--- config.mk ---
export PLATFORM = sky130hd
export DESIGN_NAME = spec_cyc_ctrl
export DESIGN_NICKNAME = d
export VERILOG_FILES = /design/src/rtl/spec_cyc_pkg.sv /design/src/rtl/spec_cyc_gap.sv /design/src/rtl/spec_cyc_pacer.sv /design/src/rtl/spec_cyc_opr.sv /design/src/rtl/spec_cyc_ctrl.sv
export SDC_FILE = /design/constraint.sdc
export NUM_CORES = 1
export LEC_CHECK = 0
export BUFFER_PORTS_ARGS = -buffer_cell sky130_fd_sc_hd__buf_2
export CAP_MARGIN = 20
export CORE_AREA = 2 2 39 41
export DETAILED_ROUTE_END_ITERATION = 8
export DIE_AREA = 0 0 41 43
export PLACE_DENSITY_LB_ADDON = 0.08
export SLEW_MARGIN = 40
export SYNTH_ARGS = -nofsm -noshare
export SYNTH_HDL_FRONTEND = slang
export SYNTH_SLANG_ARGS = --single-unit
export TNS_END_PERCENT = 1
--- constraint.sdc ---
create_clock -name clk_i -period 1.98 [get_ports clk_i]
set_clock_uncertainty 0.2 [all_clocks]
set_input_delay 0.198 -clock clk_i [delete_from_list [all_inputs] [get_ports clk_i]]
set_output_delay 0.198 -clock clk_i [all_outputs]
set_load 0.05 [all_outputs]
--- src/rtl/spec_cyc_pkg.sv ---
package spec_cyc_pkg;
  typedef enum logic [2:0] {
    ST_IDLE  = 3'd0,
    ST_LOOK  = 3'd1,
    ST_WAIT  = 3'd2,
    ST_START = 3'd3,
    ST_ADDR  = 3'd4
  } cyc_state_e;
endpackage

--- src/rtl/spec_cyc_gap.sv ---
module spec_cyc_gap #(
  parameter int GAP_CYCLES = 0
) (
  input  logic clk_i,
  input  logic rst_ni,
  input  logic cyc_start_i,
  output logic gap_ok_o
);
  if (GAP_CYCLES == 0) begin : g_nogap
    assign gap_ok_o = 1'b1;
  end else begin : g_gap
    localparam int CW = $clog2(GAP_CYCLES + 2);
    logic [CW-1:0] cnt_q;
    always_ff @(posedge clk_i or negedge rst_ni) begin
      if (!rst_ni)          cnt_q <= '0;
      else if (cyc_start_i) cnt_q <= CW'(GAP_CYCLES);
      else if (cnt_q != '0) cnt_q <= cnt_q - 1'b1;
    end
    // ok means a strobe may be raised in the next clock
    assign gap_ok_o = !cyc_start_i && (cnt_q <= CW'(1));

    // independent low-run tracker for the check
    logic [CW-1:0] run_q;
    logic          prev_q;
    always_ff @(posedge clk_i or negedge rst_ni) begin
      if (!rst_ni) begin
        run_q  <= CW'(GAP_CYCLES);
        prev_q <= 1'b0;
      end else begin
        prev_q <= cyc_start_i;
        if (cyc_start_i)                  run_q <= '0;
        else if (run_q < CW'(GAP_CYCLES)) run_q <= run_q + 1'b1;
      end
    end

    gap_len_chk: assert property (@(posedge clk_i) disable iff (!rst_ni)
      (cyc_start_i && !prev_q) |-> (run_q >= CW'(GAP_CYCLES)));
  end
endmodule

--- src/rtl/spec_cyc_pacer.sv ---
module spec_cyc_pacer (
  input  logic clk_i,
  input  logic rst_ni,
  input  logic acc_i,
  input  logic is_data_i,
  output logic inst_ok_o
);
  logic inst_last_q;
  always_ff @(posedge clk_i or negedge rst_ni) begin
    if (!rst_ni) inst_last_q <= 1'b0;
    else         inst_last_q <= acc_i && !is_data_i;
  end
  assign inst_ok_o = !inst_last_q;


  inst_pace_chk: assert property (@(posedge clk_i) disable iff (!rst_ni)
    (acc_i && !is_data_i) |=> !(acc_i && !is_data_i));
endmodule

--- src/rtl/spec_cyc_opr.sv ---
module spec_cyc_opr (
  input  logic clk_i,
  input  logic rst_ni,
  input  logic acc_i,
  input  logic part2_i,
  input  logic cyc_start_i,
  output logic opr_start_o
);
  logic part2_q, first_ext_q;
  always_ff @(posedge clk_i or negedge rst_ni) begin
    if (!rst_ni) begin
      part2_q     <= 1'b0;
      first_ext_q <= 1'b0;
    end else begin
      if (acc_i) part2_q <= part2_i;
      // first part starts fresh; any strobe of it marks the operand as external
      if (acc_i && !part2_i)             first_ext_q <= 1'b0;
      else if (cyc_start_i && !part2_q)  first_ext_q <= 1'b1;
    end
  end
  assign opr_start_o = cyc_start_i && (!part2_q || !first_ext_q);


  opr_in_cs_chk: assert property (@(posedge clk_i) disable iff (!rst_ni)
    opr_start_o |-> cyc_start_i);
endmodule

--- src/rtl/spec_cyc_ctrl.sv ---
module spec_cyc_ctrl
  import spec_cyc_pkg::*;
#(
  parameter int GAP_CYCLES = 0
) (
  input  logic clk_i,
  input  logic rst_ni,
  input  logic req_valid_i,
  input  logic req_data_i,
  input  logic req_part2_i,
  input  logic hit_i,
  input  logic bus_busy_i,
  input  logic term_i,
  input  logic abort_term_i,
  input  logic inhibit_i,
  output logic req_ready_o,
  output logic cyc_start_o,
  output logic opr_start_o,
  output logic addr_strobe_o,
  output logic fill_en_o
);
  cyc_state_e state_q, state_d;
  logic spec_q, spec_d;
  logic gap_ok, inst_ok, free, accept, done;

  assign free        = (state_q == ST_IDLE) || (state_q == ST_LOOK && hit_i);
  assign req_ready_o = free && (req_data_i || inst_ok);
  assign accept      = req_valid_i && req_ready_o;
  assign done        = term_i || abort_term_i;

  always_comb begin
    state_d = state_q;
    spec_d  = spec_q;
    unique case (state_q)
      ST_IDLE: if (accept) state_d = ST_LOOK;
      ST_LOOK: begin
        if (hit_i)       state_d = accept ? ST_LOOK : ST_IDLE;
        else if (spec_q) state_d = ST_ADDR;
        else             state_d = ST_WAIT;
      end
      ST_WAIT:  if (!bus_busy_i && gap_ok) state_d = ST_START;
      ST_START: state_d = ST_ADDR;
      ST_ADDR:  if (done) state_d = ST_IDLE;
      default:  state_d = ST_IDLE;
    endcase
    if (accept) spec_d = !bus_busy_i && gap_ok;
  end

  always_ff @(posedge clk_i or negedge rst_ni) begin
    if (!rst_ni) begin
      state_q <= ST_IDLE;
      spec_q  <= 1'b0;
    end else begin
      state_q <= state_d;
      spec_q  <= spec_d;
    end
  end

  assign cyc_start_o   = (state_q == ST_LOOK && spec_q) || (state_q == ST_START);
  assign addr_strobe_o = (state_q == ST_ADDR);
  assign fill_en_o     = addr_strobe_o && term_i && !abort_term_i && !inhibit_i;

  spec_cyc_gap #(.GAP_CYCLES(GAP_CYCLES)) u_gap (
    .clk_i(clk_i), .rst_ni(rst_ni), .cyc_start_i(cyc_start_o), .gap_ok_o(gap_ok)
  );

  spec_cyc_pacer u_pacer (
    .clk_i(clk_i), .rst_ni(rst_ni), .acc_i(accept), .is_data_i(req_data_i),
    .inst_ok_o(inst_ok)
  );

  spec_cyc_opr u_opr (
    .clk_i(clk_i), .rst_ni(rst_ni), .acc_i(accept), .part2_i(req_part2_i),
    .cyc_start_i(cyc_start_o), .opr_start_o(opr_start_o)
  );


  abort_no_as_chk: assert property (@(posedge clk_i) disable iff (!rst_ni)
    (state_q == ST_LOOK && spec_q && hit_i) |=> !addr_strobe_o);

  miss_as_chk: assert property (@(posedge clk_i) disable iff (!rst_ni)
    (cyc_start_o && !(state_q == ST_LOOK && hit_i)) |=> addr_strobe_o);

  as_hold_chk: assert property (@(posedge clk_i) disable iff (!rst_ni)
    (addr_strobe_o && !done) |=> addr_strobe_o);

  busy_no_spec_chk: assert property (@(posedge clk_i) disable iff (!rst_ni)
    (accept && bus_busy_i) |=> !cyc_start_o);

  fill_end_chk: assert property (@(posedge clk_i) disable iff (!rst_ni)
    fill_en_o |=> !addr_strobe_o);
endmodule

# Word-level counts from Yosys, hierarchy flattened
# Index checks and enable logic that the tools add are counted.
# totals
regBits,7
latch_bits,0
mem_bits_rw,0
rom_bits,0
output_inout_bits,5
wordCells,48
memories,0
# classes
addsub,0
n_mul,0
div,0
magnitude_cmp,0
eq_ne,7
shifts,0
muxes,9
bitwise_logic,0
reduce_logical,27
# ops
operator,count
3-bit two-way mux,5
3-bit one-hot mux with 5 select lines,1
1-bit logical AND,11
1-bit logical NOT,8
3-bit by 2-bit == test with 1-bit output (second input constant),2
1-bit logical OR,5
2-bit != test (second input constant),2
3-bit by 1-bit == test with 1-bit output (second input constant),1
3-bit == test (second input constant),1
3-bit logical NOT,1
1-bit two-way mux,3
3-bit AND reduction,1
2-bit by 1-bit != test with 1-bit output (second input constant),1
2-bit nonzero test,1

# Longest topological paths before layout
# Gate-level depths: netlist of the first run.
# depth
ltp_word,8
depth_mapped,3
mapped_depth_nobuf,3

# Modules after synthesis
# A second synthesis of the first run with hierarchy kept.
# unflattened
cells_unflattened,40
hier_area_um2,395.4
# by_module_without_submodules
module,n_inst,cells_each,area_per_inst_um2
spec_cyc_ctrl,1,28,250.2
spec_cyc_opr,1,7,91.3
spec_cyc_pacer,1,3,42.5
spec_cyc_gap,1,2,11.3

# Worst setup path after synthesis of the first run
# Ideal clock, no wire load.
# synth_path
path_type,register -> output
from,reg state_q[1]
to,out fill_en_o
t_arrival_ns,2.227
t_required_ns,1.582
path_slack_ns,-0.645
path_stages_with_launch,4
n_path_buf,0
path_cell_list,dfrtp_1 > nor2_1 > nand2_1 > nor4b_1
# synth_via
elab_chain_cells,4
# synth_lines
element,line_no,source
start: declaration,spec_cyc_ctrl.sv:22,"cyc_state_e state_q, state_d;"
start signal: assignment,spec_cyc_ctrl.sv:54,state_q <= state_d;
3-bit == test,spec_cyc_ctrl.sv:60,assign addr_strobe_o = (state_q == ST_ADDR);
1-bit logical AND (3 in a row),spec_cyc_ctrl.sv:61,assign fill_en_o = addr_strobe_o && term_i && !abort_term_i && !inhibit_i;
end: declaration,spec_cyc_ctrl.sv:20,output logic fill_en_o
# No other way between the ends.

# Final worst setup path of the first run
# layout_path
from,reg state_q[2]
to,out opr_start_o
# layout_via
elab_chain_cells,4
# layout_lines
element,line_no,source
3-bit by 1-bit == test with 1-bit output,spec_cyc_ctrl.sv:59,assign cyc_start_o = (state_q == ST_LOOK && spec_q) || (state_q == ST_START);
1-bit logical AND,spec_cyc_ctrl.sv:59,
1-bit logical OR (*),spec_cyc_ctrl.sv:59,
1-bit logical AND (*),spec_cyc_opr.sv:21,assign opr_start_o = cyc_start_i && (!part2_q || !first_ext_q);
end: declaration,spec_cyc_ctrl.sv:18,"output logic opr_start_o,"
# Every way passes the cells marked *; elsewhere a longest branch is shown, timed or not.

==> results of run 1 <==
## routing by layer
metal / GRT usage / share of wire / vias up
met1: 0.146 / 0.43 / 166
met2: 0.156 / 0.53 / 7
met4: 0.0800 / 0 / 0
met3: 0.0157 / 0.044 / 0
li1: - / - / 180
met5: 0 / 0 / -
## power groups by stage
stage               sequential, mW  combinational (mW)  clock (mW)
floorplan                    0.255               0.354           0
global placement             0.270               0.437           0
detailed placement           0.271               0.439           0
CTS                          0.269               0.458       0.136
global route                 0.280               0.493       0.139
finish                       0.269               0.456       0.127
## per-stage QoR
stage	worst slack, ns	hold slack [ns]	cells	util	power, mW
after floorplan	-0.425	-0.298	38	-	0.609
after global placement	0.336	-0.159	68	0.354	0.707
after detailed placement	0.313	-0.158	68	0.354	0.710
after CTS	0.0332	0.0623	77	0.410	0.862
after global routing	0.000849	0.0805	77	0.411	0.912
final	0.0785	0.0693	77	0.411	0.852
## cells in the mapped netlist, drive strengths merged (2+ instances only)
| cell type | number | area share |
|---|---|---|
| dfrtp | 7 | 0.44 |
| nor2 | 5 | 0.048 |
| inv | 4 | 0.038 |
| nor2b | 3 | 0.079 |
| a21oi | 2 | 0.025 |
| mux2 | 2 | 0.057 |
| nand2 | 2 | 0.019 |
| nor4 | 2 | 0.032 |
| nor4b | 2 | 0.083 |
| or2b | 2 | 0.041 |
## cells by family (layout without fill, tap and decap cells)
| kind of cell | after synthesis | count (layout) | synth area share |
|---|---|---|---|
| AO/OA/AOI/OAI | 6 | 6 | 0.111 |
| buffers and inverters | 4 | 27 | 0.0381 |
| AND/OR/NAND/NOR | 19 | 19 | 0.349 |
| flip-flops | 7 | 7 | 0.444 |
| multiplexers | 2 | 2 | 0.0571 |
## cell type report
cell class | count | area share
repair buffers | 19 | 0.215
flip-flops and latches | 7 | 0.308
clock buffers | 4 | 0.0462
well taps | 16 | 0.0352
multi-input cells | 27 | 0.369
inverters | 4 | 0.0264
## flip-flops by register name (all words and copies together) (netlist names)
name and cells:
spec_q 1, u_opr.first_ext_q 1, u_pacer.inst_last_q 1, state_q 3
u_opr.part2_q 1
## worst max path at each step
stage,startpoint,slack [ns],endpoint
3_3_place_gp,state_q[2],0.34,opr_start_o
6_report,state_q[2],0.08,opr_start_o
4_1_cts,state_q[2],0.03,opr_start_o
2_1_floorplan,state_q[0],-0.43,req_ready_o
5_1_grt,state_q[2],0.0008,opr_start_o
3_5_place_dp,state_q[2],0.31,opr_start_o
## worst min-delay path: cells and delay by family
kind,cells,cell delay (ns)
buf+inv,2,0.16
mux,1,0.13
## timing repair
action	4_1_cts	5_1_grt
endpoints found under the hold margin	11	0
hold buffers	5	0
setup endpoints to repair	0	1
gates resized for setup	0	1
==> impl_metrics.tcl, run 1 <==
set metrics [dict create \
    outcome "completed" \
    hold_violations 0 \
    cts.sinks 7 \
    leakage_nw 0.283 \
    internal-power_mw 0.454 \
    slew-limit-headroom 0.795 \
    hp-class "primary input to flip-flop" \
    port_buffers 14 \
    cp.depth 3 \
    min_from "bus_busy_i" \
    path_class "flip-flop to primary output" \
    tns_ns 0 \
    wirelength_um 843 \
    rows 14 \
    drtIter0Drc 2 \
    fmax_ghz 0.526 \
    required_ns 1.58 \
    ir_drop_uv 517 \
    ys_ff_latch 7 \
    clkLatencyLatePin_ns 0.25 \
    die_h_um 43 \
    synth_cell_types 20 \
    setup_viol 0 \
    grt_pass1_wl_um 1330 \
    ys_seq_area_frac 0.444 \
    placed_cell_area_sq_um 490 \
    num_vias 353 \
    tightest_slew_ns 0.305 \
    clock_tree.buffer_depth 2 \
    drv_cap 0 \
    hold_path_end "spec_q" \
    synth_flop_cell "dfrtp_1" \
    final_common_cell "buf_2" \
    cpPeakStageDelay_ns 0.46 \
    vias_per_cell 4.58 \
    path_clk_slew_ns 0.05 \
    synth_nets 48 \
    cp_slowest_cell "dfrtp_1" \
    min_period_ns 1.90 \
    routedWlPerCell_um 10.9 \
    io_pins 15 \
    die_area_sq_um 1760 \
    syn2layout_area_growth_pct 44.4 \
    drive_gt1_frac 0.377 \
    async_flop_share 1.00 \
    power.density_nw_per_um2 1500 \
    fin_area_sq_um 569 \
    worst-endpoint-arrival_ns 1.50 \
    syn_area_per_cell_sq_um 10.4 \
    seqPwrFrac 0.316 \
    dieWidth_um 41 \
    seqCellArea_sq_um 175 \
    crit_chain "or2b_2, a211oi_1, clkbuf_4" \
    pwr-share-comb 0.535 \
    grt_use_total 0.111 \
    path_buf_inv 1 \
    grt_overflow 0 \
    fillers 146 \
    rsz0062_at_grt "no" \
    cts_setup_buffers 0 \
    grt_pass1_vias 316 \
    final_cell_mix "buf_2 (13), dfrtp_1 (7), nor2_1 (5), dlygate4sd3_1 (5)" \
    htree_levels 1 \
    start_util 0.285 \
    tritoncts "done" \
    yosysWarnings 0 \
    nets 72 \
    multi_input_comb_area_sq_um 210 \
    dr.pass1.iters 4 \
    core_sq_um 1380 \
    r2r_end "state_q[2]" \
    crit_path_max_fanout 7 \
    route.detailed.drc 0 \
    antenna_cells 0 \
    clockRootBuffer "clkbuf_4" \
    end_kind "primary output" \
    synthCells 38 \
    switching_share 0.466 \
    antenna_found_initial 0 \
    rr_startpoint "state_q[2]" \
    synth_edf_count 0 \
    p_clk_frac 0.149 \
    ant_nets 0 \
    syn-cell-area_sq_um 394 \
    timing.final.crit_share 0.960 \
    power.switching_mw 0.397 \
    critPathLaunchType "flip-flop" \
    gp_congestion 0.725 \
    slew_viol_final 0 \
    rrSetupSlack_ns 0.20 \
    cts_made_buffers 3 \
    dpl.hpwl_um 689 \
    rr_worst_depth 3 \
    cp_top_family "flip-flops" \
    whs_path_depth 3 \
    grt_max_degree 8 \
]
Note: power is estimated with default switching activity, not from simulation.
==> run 2: changes to the inputs <==
--- a/config.mk
+++ b/config.mk
@@ -11,6 +11,7 @@
 export DETAILED_ROUTE_END_ITERATION = 8
 export DIE_AREA = 0 0 41 43
 export PLACE_DENSITY_LB_ADDON = 0.08
+export SETUP_SLACK_MARGIN = 0.1
 export SLEW_MARGIN = 40
 export SYNTH_ARGS = -nofsm -noshare
 export SYNTH_HDL_FRONTEND = slang
==> run 2 against run 1 <==
Compared with the run above: combinational power rose by 8.1%; count of clock-buffer cells in the layout fell by 1; global-route usage did not move; non-clock buffer count rose by 1; fmax up 4.2%; register-to-register slack better by 0.06 ns; largest cell class unchanged; highest routed layer unchanged.
==> impl_metrics.tcl, run 2 (same netlist as run 1, synthesis figures left out) <==
set metrics [dict create \
    fin_util 0.425 \
    fillers 147 \
    r2r_end "state_q[2]" \
    htree_levels 1 \
    critPathLaunchType "primary input" \
    final_cell_mix "buf_2 (12), dfrtp_1 (6), nor2_1 (5), dlygate4sd3_1 (5), inv_1 (4)" \
    tns_ns 0 \
    drtIter0Drc 3 \
    dieWidth_um 41 \
    place_ws_ns 0.306 \
    hp-class "primary input to flip-flop" \
    core_sq_um 1380 \
    grt_overflow 0 \
    power.density_nw_per_um2 1490 \
    grt_pass1_wl_um 1300 \
    gp_congestion 0.723 \
    end_kind "primary output" \
    setup_viol 0 \
    p_clk_frac 0.141 \
    ant_nets 0 \
    syn2layout_area_growth_pct 49.2 \
    internal-power_mw 0.471 \
    pwr-share-comb 0.562 \
    seqPwrFrac 0.297 \
    rrSetupSlack_ns 0.26 \
    vias_per_cell 4.54 \
    worst-endpoint-arrival_ns 1.43 \
    clock_tree.buffer_depth 2 \
    timing.final.crit_share 0.921 \
    crit_path_max_fanout 3 \
    clkLatencyLatePin_ns 0.25 \
    cts_made_buffers 3 \
    die_area_sq_um 1760 \
    min_period_ns 1.82 \
    cp_slowest_cell "dlygate4sd3_1" \
    antenna_cells 0 \
    final_cells 78 \
    power.switching_mw 0.407 \
    required_ns 1.58 \
    routedWlPerCell_um 10.5 \
    grt_pass1_vias 324 \
    drive_gt1_frac 0.435 \
    min_from "bus_busy_i" \
    rows 14 \
    dpl.hpwl_um 676 \
    port_buffers 14 \
    antenna_found_initial 0 \
    switching_share 0.464 \
    tightest_slew_ns 0.302 \
    whs_path_depth 3 \
    setup_slack_ns 0.156 \
    rr_worst_depth 4 \
    dp.cells 68 \
    rsz0062_at_grt "yes" \
    ir_drop_uv 693 \
    leakage_nw 0.291 \
    num_vias 354 \
    crit_top_cell "buf_2" \
    largest_reg_flops 3 \
    io_pins 15 \
    hold_violations 0 \
    crit_chain "dlygate4sd3_1, buf_2, nor2b_4, nor4_2, buf_2" \
    nets 73 \
    dr.pass1.iters 2 \
    final_common_cell "buf_2" \
    wirelength_um 819 \
    cpPeakStageDelay_ns 0.52 \
    tritoncts "done" \
    fmax_ghz 0.548 \
    route.detailed.drc 0 \
    outcome "completed" \
    finalPower_mw 0.878 \
    drv_cap 0 \
    slew-limit-headroom 0.798 \
    grt_use_total 0.111 \
    cts.sinks 7 \
    die_h_um 43 \
    clockRootBuffer "clkbuf_4" \
    grt_max_degree 8 \
    path_class "primary input to primary output" \
    start_util 0.285 \
    largest_register "state_q" \
    rr_startpoint "state_q[1]" \
    hold_path_end "spec_q" \
    path_clk_slew_ns 0.05 \
    slew_viol_final 0 \
]
-- run 2: cell types whose count changed in the layout (fill, tap and decap cells not counted), sizes merged --
| cell | previous run | this run |
|---|---|---|
| buf | 13 | 15 |
| clkbuf | 5 | 3 |
| clkinv | 0 | 1 |
-- run 2: final cells by class --
cell class,instances,area [sq um],share of cell area
inverter,4,15.0,0.0255
timing repair buffer,20,133,0.226
clock buffer,3,22.5,0.0383
clock inverter,1,5.00,0.00851
multi-input combinational,27,216,0.368
sequential,7,176,0.300
tap,16,20.0,0.0340
-- run 2: worst max-delay path by stage --
stage	from	endpoint	cells after the start
global route	req_data_i	req_ready_o	5
finish	req_data_i	req_ready_o	5
detailed placement	state_q[2]	opr_start_o	3
CTS	state_q[2]	opr_start_o	3
global placement	state_q[2]	opr_start_o	3
floorplan	state_q[2]	opr_start_o	2
-- run 2: per-stage QoR --
stage          hold WS [ns]  cell area, sq um
2_1_floorplan        -0.298               407
3_3_place_gp         -0.160               497
3_5_place_dp         -0.165               497
4_1_cts              0.0663               578
5_1_grt              0.0559               588
6_report             0.0653               588
-- run 2: power groups by stage --
stage                     Clock, mW  Combinational, mW  Sequential, mW
after floorplan                   0              0.361           0.258
after global placement            0              0.446           0.273
after detailed placement          0              0.449           0.274
after CTS                     0.128              0.475           0.273
after global routing          0.153              0.529           0.270
final                         0.124              0.493           0.260
-- run 2: repair_timing --
item / in CTS / in global routing
resized for setup: 2 / 2
endpoints found under the setup margin: 1 / 3
setup buffers: 0 / 1
hold buffers: 5 / 0
hold endpoints to repair: 11 / 0
-- run 2: metal layers --
| metal | track usage | share of wire |
|---|---|---|
| met5 | 0 | 0 |
| met4 | 0 | 0 |
| met3 | 0.0785 | 0.060 |
| met2 | 0.156 | 0.49 |
| met1 | 0.146 | 0.45 |
-- run 2: worst max-delay path: cells and delay by family --
kind	cells	cell delay [ns]
buffers and inverters	3	0.96
and+or+nand+nor	2	0.26
==> run 3: changes to the inputs <==
--- a/config.mk
+++ b/config.mk
@@ -5,6 +5,7 @@
 export SDC_FILE = /design/constraint.sdc
 export NUM_CORES = 1
 export LEC_CHECK = 0
+export ABC_AREA = 1
 export BUFFER_PORTS_ARGS = -buffer_cell sky130_fd_sc_hd__buf_2
 export CAP_MARGIN = 20
 export CORE_AREA = 2 2 39 41
@@ -15,5 +16,6 @@
 export SLEW_MARGIN = 40
 export SYNTH_ARGS = -nofsm -noshare
 export SYNTH_HDL_FRONTEND = slang
+export SYNTH_HIERARCHICAL = 1
 export SYNTH_SLANG_ARGS = --single-unit
 export TNS_END_PERCENT = 1
==> run 3 against run 2 <==
Compared with the run above: clock power grew 4%; first-iteration DRC count rose to 3.0 times the previous value; via count is 19% higher; final area is 2.8% higher; utilization increased by 1.2 points; final cell count rose by 23%; register-to-register slack improved by 0.19 ns; power rose by 6.1%; critical path depth increased by 1; largest cell class unchanged; highest routed layer is now met4.
==> impl_metrics.tcl, run 3 <==
set metrics [dict create \
    antenna_found_initial 0 \
    async_flop_share 1.00 \
    syn2layout_area_growth_pct 37.6 \
    drv_cap 0 \
    grt_overflow 0 \
    path_clk_slew_ns 0.05 \
    timing.final.crit_share 0.902 \
    min_from "req_part2_i" \
    hold_ws_ns 0.00485 \
    largest_reg_flops 3 \
    yosysMostFrequentCell "nand2_1" \
    leakage_nw 0.325 \
    cp.depth 6 \
    die_h_um 43 \
    grt_pass1_vias 410 \
    die_area_sq_um 1760 \
    whs_path_depth 3 \
    largest_register "state_q" \
    synthTopCellsByArea "dfrtp_1 (40%), nand2_1 (12%), inv_1 (9.4%)" \
    tritoncts "done" \
    gp_congestion 0.667 \
    cpPeakStageDelay_ns 0.42 \
    yosysWarnings 6 \
    dieWidth_um 41 \
    hold_violations 0 \
    grt_pass1_wl_um 1570 \
    grt_max_degree 8 \
    dpl.hpwl_um 707 \
    drive_gt1_frac 0.400 \
    core_sq_um 1380 \
    crit_path_max_fanout 4 \
    path_class "flip-flop to primary output" \
    yosysTopAreaCell "dfrtp_1" \
    antenna_cells 0 \
    grt_use_total 0.132 \
    place_ws_ns 0.400 \
    path_buf_inv 2 \
    worst-endpoint-arrival_ns 1.39 \
    vias_per_cell 4.38 \
    synth_edf_count 0 \
    rr_startpoint "state_q[0]" \
    synth_flop_cell "dfrtp_1" \
    rrSetupSlack_ns 0.45 \
    ys_seq_area_frac 0.399 \
    clock_tree.buffer_depth 2 \
    rsz0062_at_grt "yes" \
    ir_drop_uv 516 \
    dr.pass1.iters 4 \
    cts.sinks 7 \
    io_pins 15 \
    power.density_nw_per_um2 1540 \
    syn-cell-area_sq_um 439 \
    nets 91 \
    crit_chain "inv_2, nand3_2, o21ai_4, nand2_2, nand2_1, buf_4" \
    synth_nets 71 \
    fmax_ghz 0.560 \
    route.detailed.drc 0 \
    setup_viol 0 \
    ys_ff_latch 7 \
    start_util 0.317 \
    fin_util 0.437 \
    rows 14 \
    clockRootBuffer "clkbuf_4" \
    hp-class "primary input to flip-flop" \
    synth_common_cells "nand2_1 (14), inv_1 (11), dfrtp_1 (7)" \
    cp_slowest_cell "dfrtp_1" \
    outcome "completed" \
    dp.cells 90 \
    wirelength_um 851 \
    port_buffers 14 \
    ant_nets 0 \
    final_cells 96 \
    fillers 152 \
    final_cell_mix "nand2_1 (14), inv_1 (11), buf_2 (11)" \
    htree_levels 1 \
    synthCells 61 \
    critPathLaunchType "flip-flop" \
    tns_ns 0 \
    setup_slack_ns 0.195 \
    synth_cell_types 21 \
    netlist.area_leader.share 0.399 \
    cts_setup_buffers 0 \
    cts_made_buffers 3 \
    r2r_end "u_opr/part2_q" \
    required_ns 1.58 \
    end_kind "primary output" \
    num_vias 420 \
    syn_area_per_cell_sq_um 7.20 \
    final_common_cell "nand2_1" \
    cp_top_family "flip-flops" \
    drtIter0Drc 9 \
    rr_worst_depth 8 \
    hold_path_end "u_opr/first_ext_q" \
    clkLatencyLatePin_ns 0.25 \
    min_period_ns 1.79 \
    routedWlPerCell_um 8.86 \
    slew_viol_final 0 \
]
[run 3: changes by cell type in the layout (fill, tap and decap cells not counted), sizes merged, moves of 3 or more]
cell and delta:
buf -3, clkbuf +3, dlygate4sd3 -3, inv +11, nand2 +13, nand3 +5
nor2b -3
[run 3: cell families after synthesis]
family | share of synthesized area
AOI/OAI and AO/OA | 0.0911
buffers and inverters | 0.145
DFF | 0.399
other | 0.00854
and+or+nand+nor | 0.356
[run 3: per-layer routing]
metal	vias to the layer above	GRT usage	wire length, um
li1	223	-	-
met5	-	0	0
met4	0	0.0800	6
met1	191	0.160	372
met2	4	0.200	451
met3	2	0.0314	20
[run 3: report_power, final]
| part | internal [mW] | switching [mW] |
|---|---|---|
| Combinational | 0.171 | 0.382 |
| Clock | 0.0769 | 0.0519 |
| Sequential | 0.202 | 0.0470 |
[run 3: worst min-delay path, delay by kind of cell]
family	cells	cell delay, ns
buffers and inverters	1	0.08
and+or+nand+nor	1	0.04
AOI/OAI and AO/OA	1	0.09
[run 3: area by class of cell]
cell class	count	area, sq um	area share
inverter	15	56.3	0.0932
tap	16	20.0	0.0331
sequential	7	175	0.290
clock buffer	4	26.3	0.0435
timing repair buffer	16	97.6	0.161
multi-input combinational	38	229	0.379
[run 3: worst max-delay path by stage]
stage,start,end
floorplan,state_q[0],fill_en_o
global placement,state_q[1],opr_start_o
detailed placement,state_q[1],opr_start_o
CTS,state_q[1],opr_start_o
global route,state_q[0],fill_en_o
finish,state_q[1],opr_start_o
[run 3: repair_timing]
action,4_1_cts,5_1_grt
resized for setup,0,4
hold buffers,2,0
endpoints found under the hold margin,8,0
endpoints found under the setup margin,0,3
[run 3: per-stage QoR]
step,power [mW],area [sq um]
2_1_floorplan,0.690,468
3_3_place_gp,0.792,551
3_5_place_dp,0.789,551
4_1_cts,0.928,597
5_1_grt,1.02,604
6_report,0.931,604
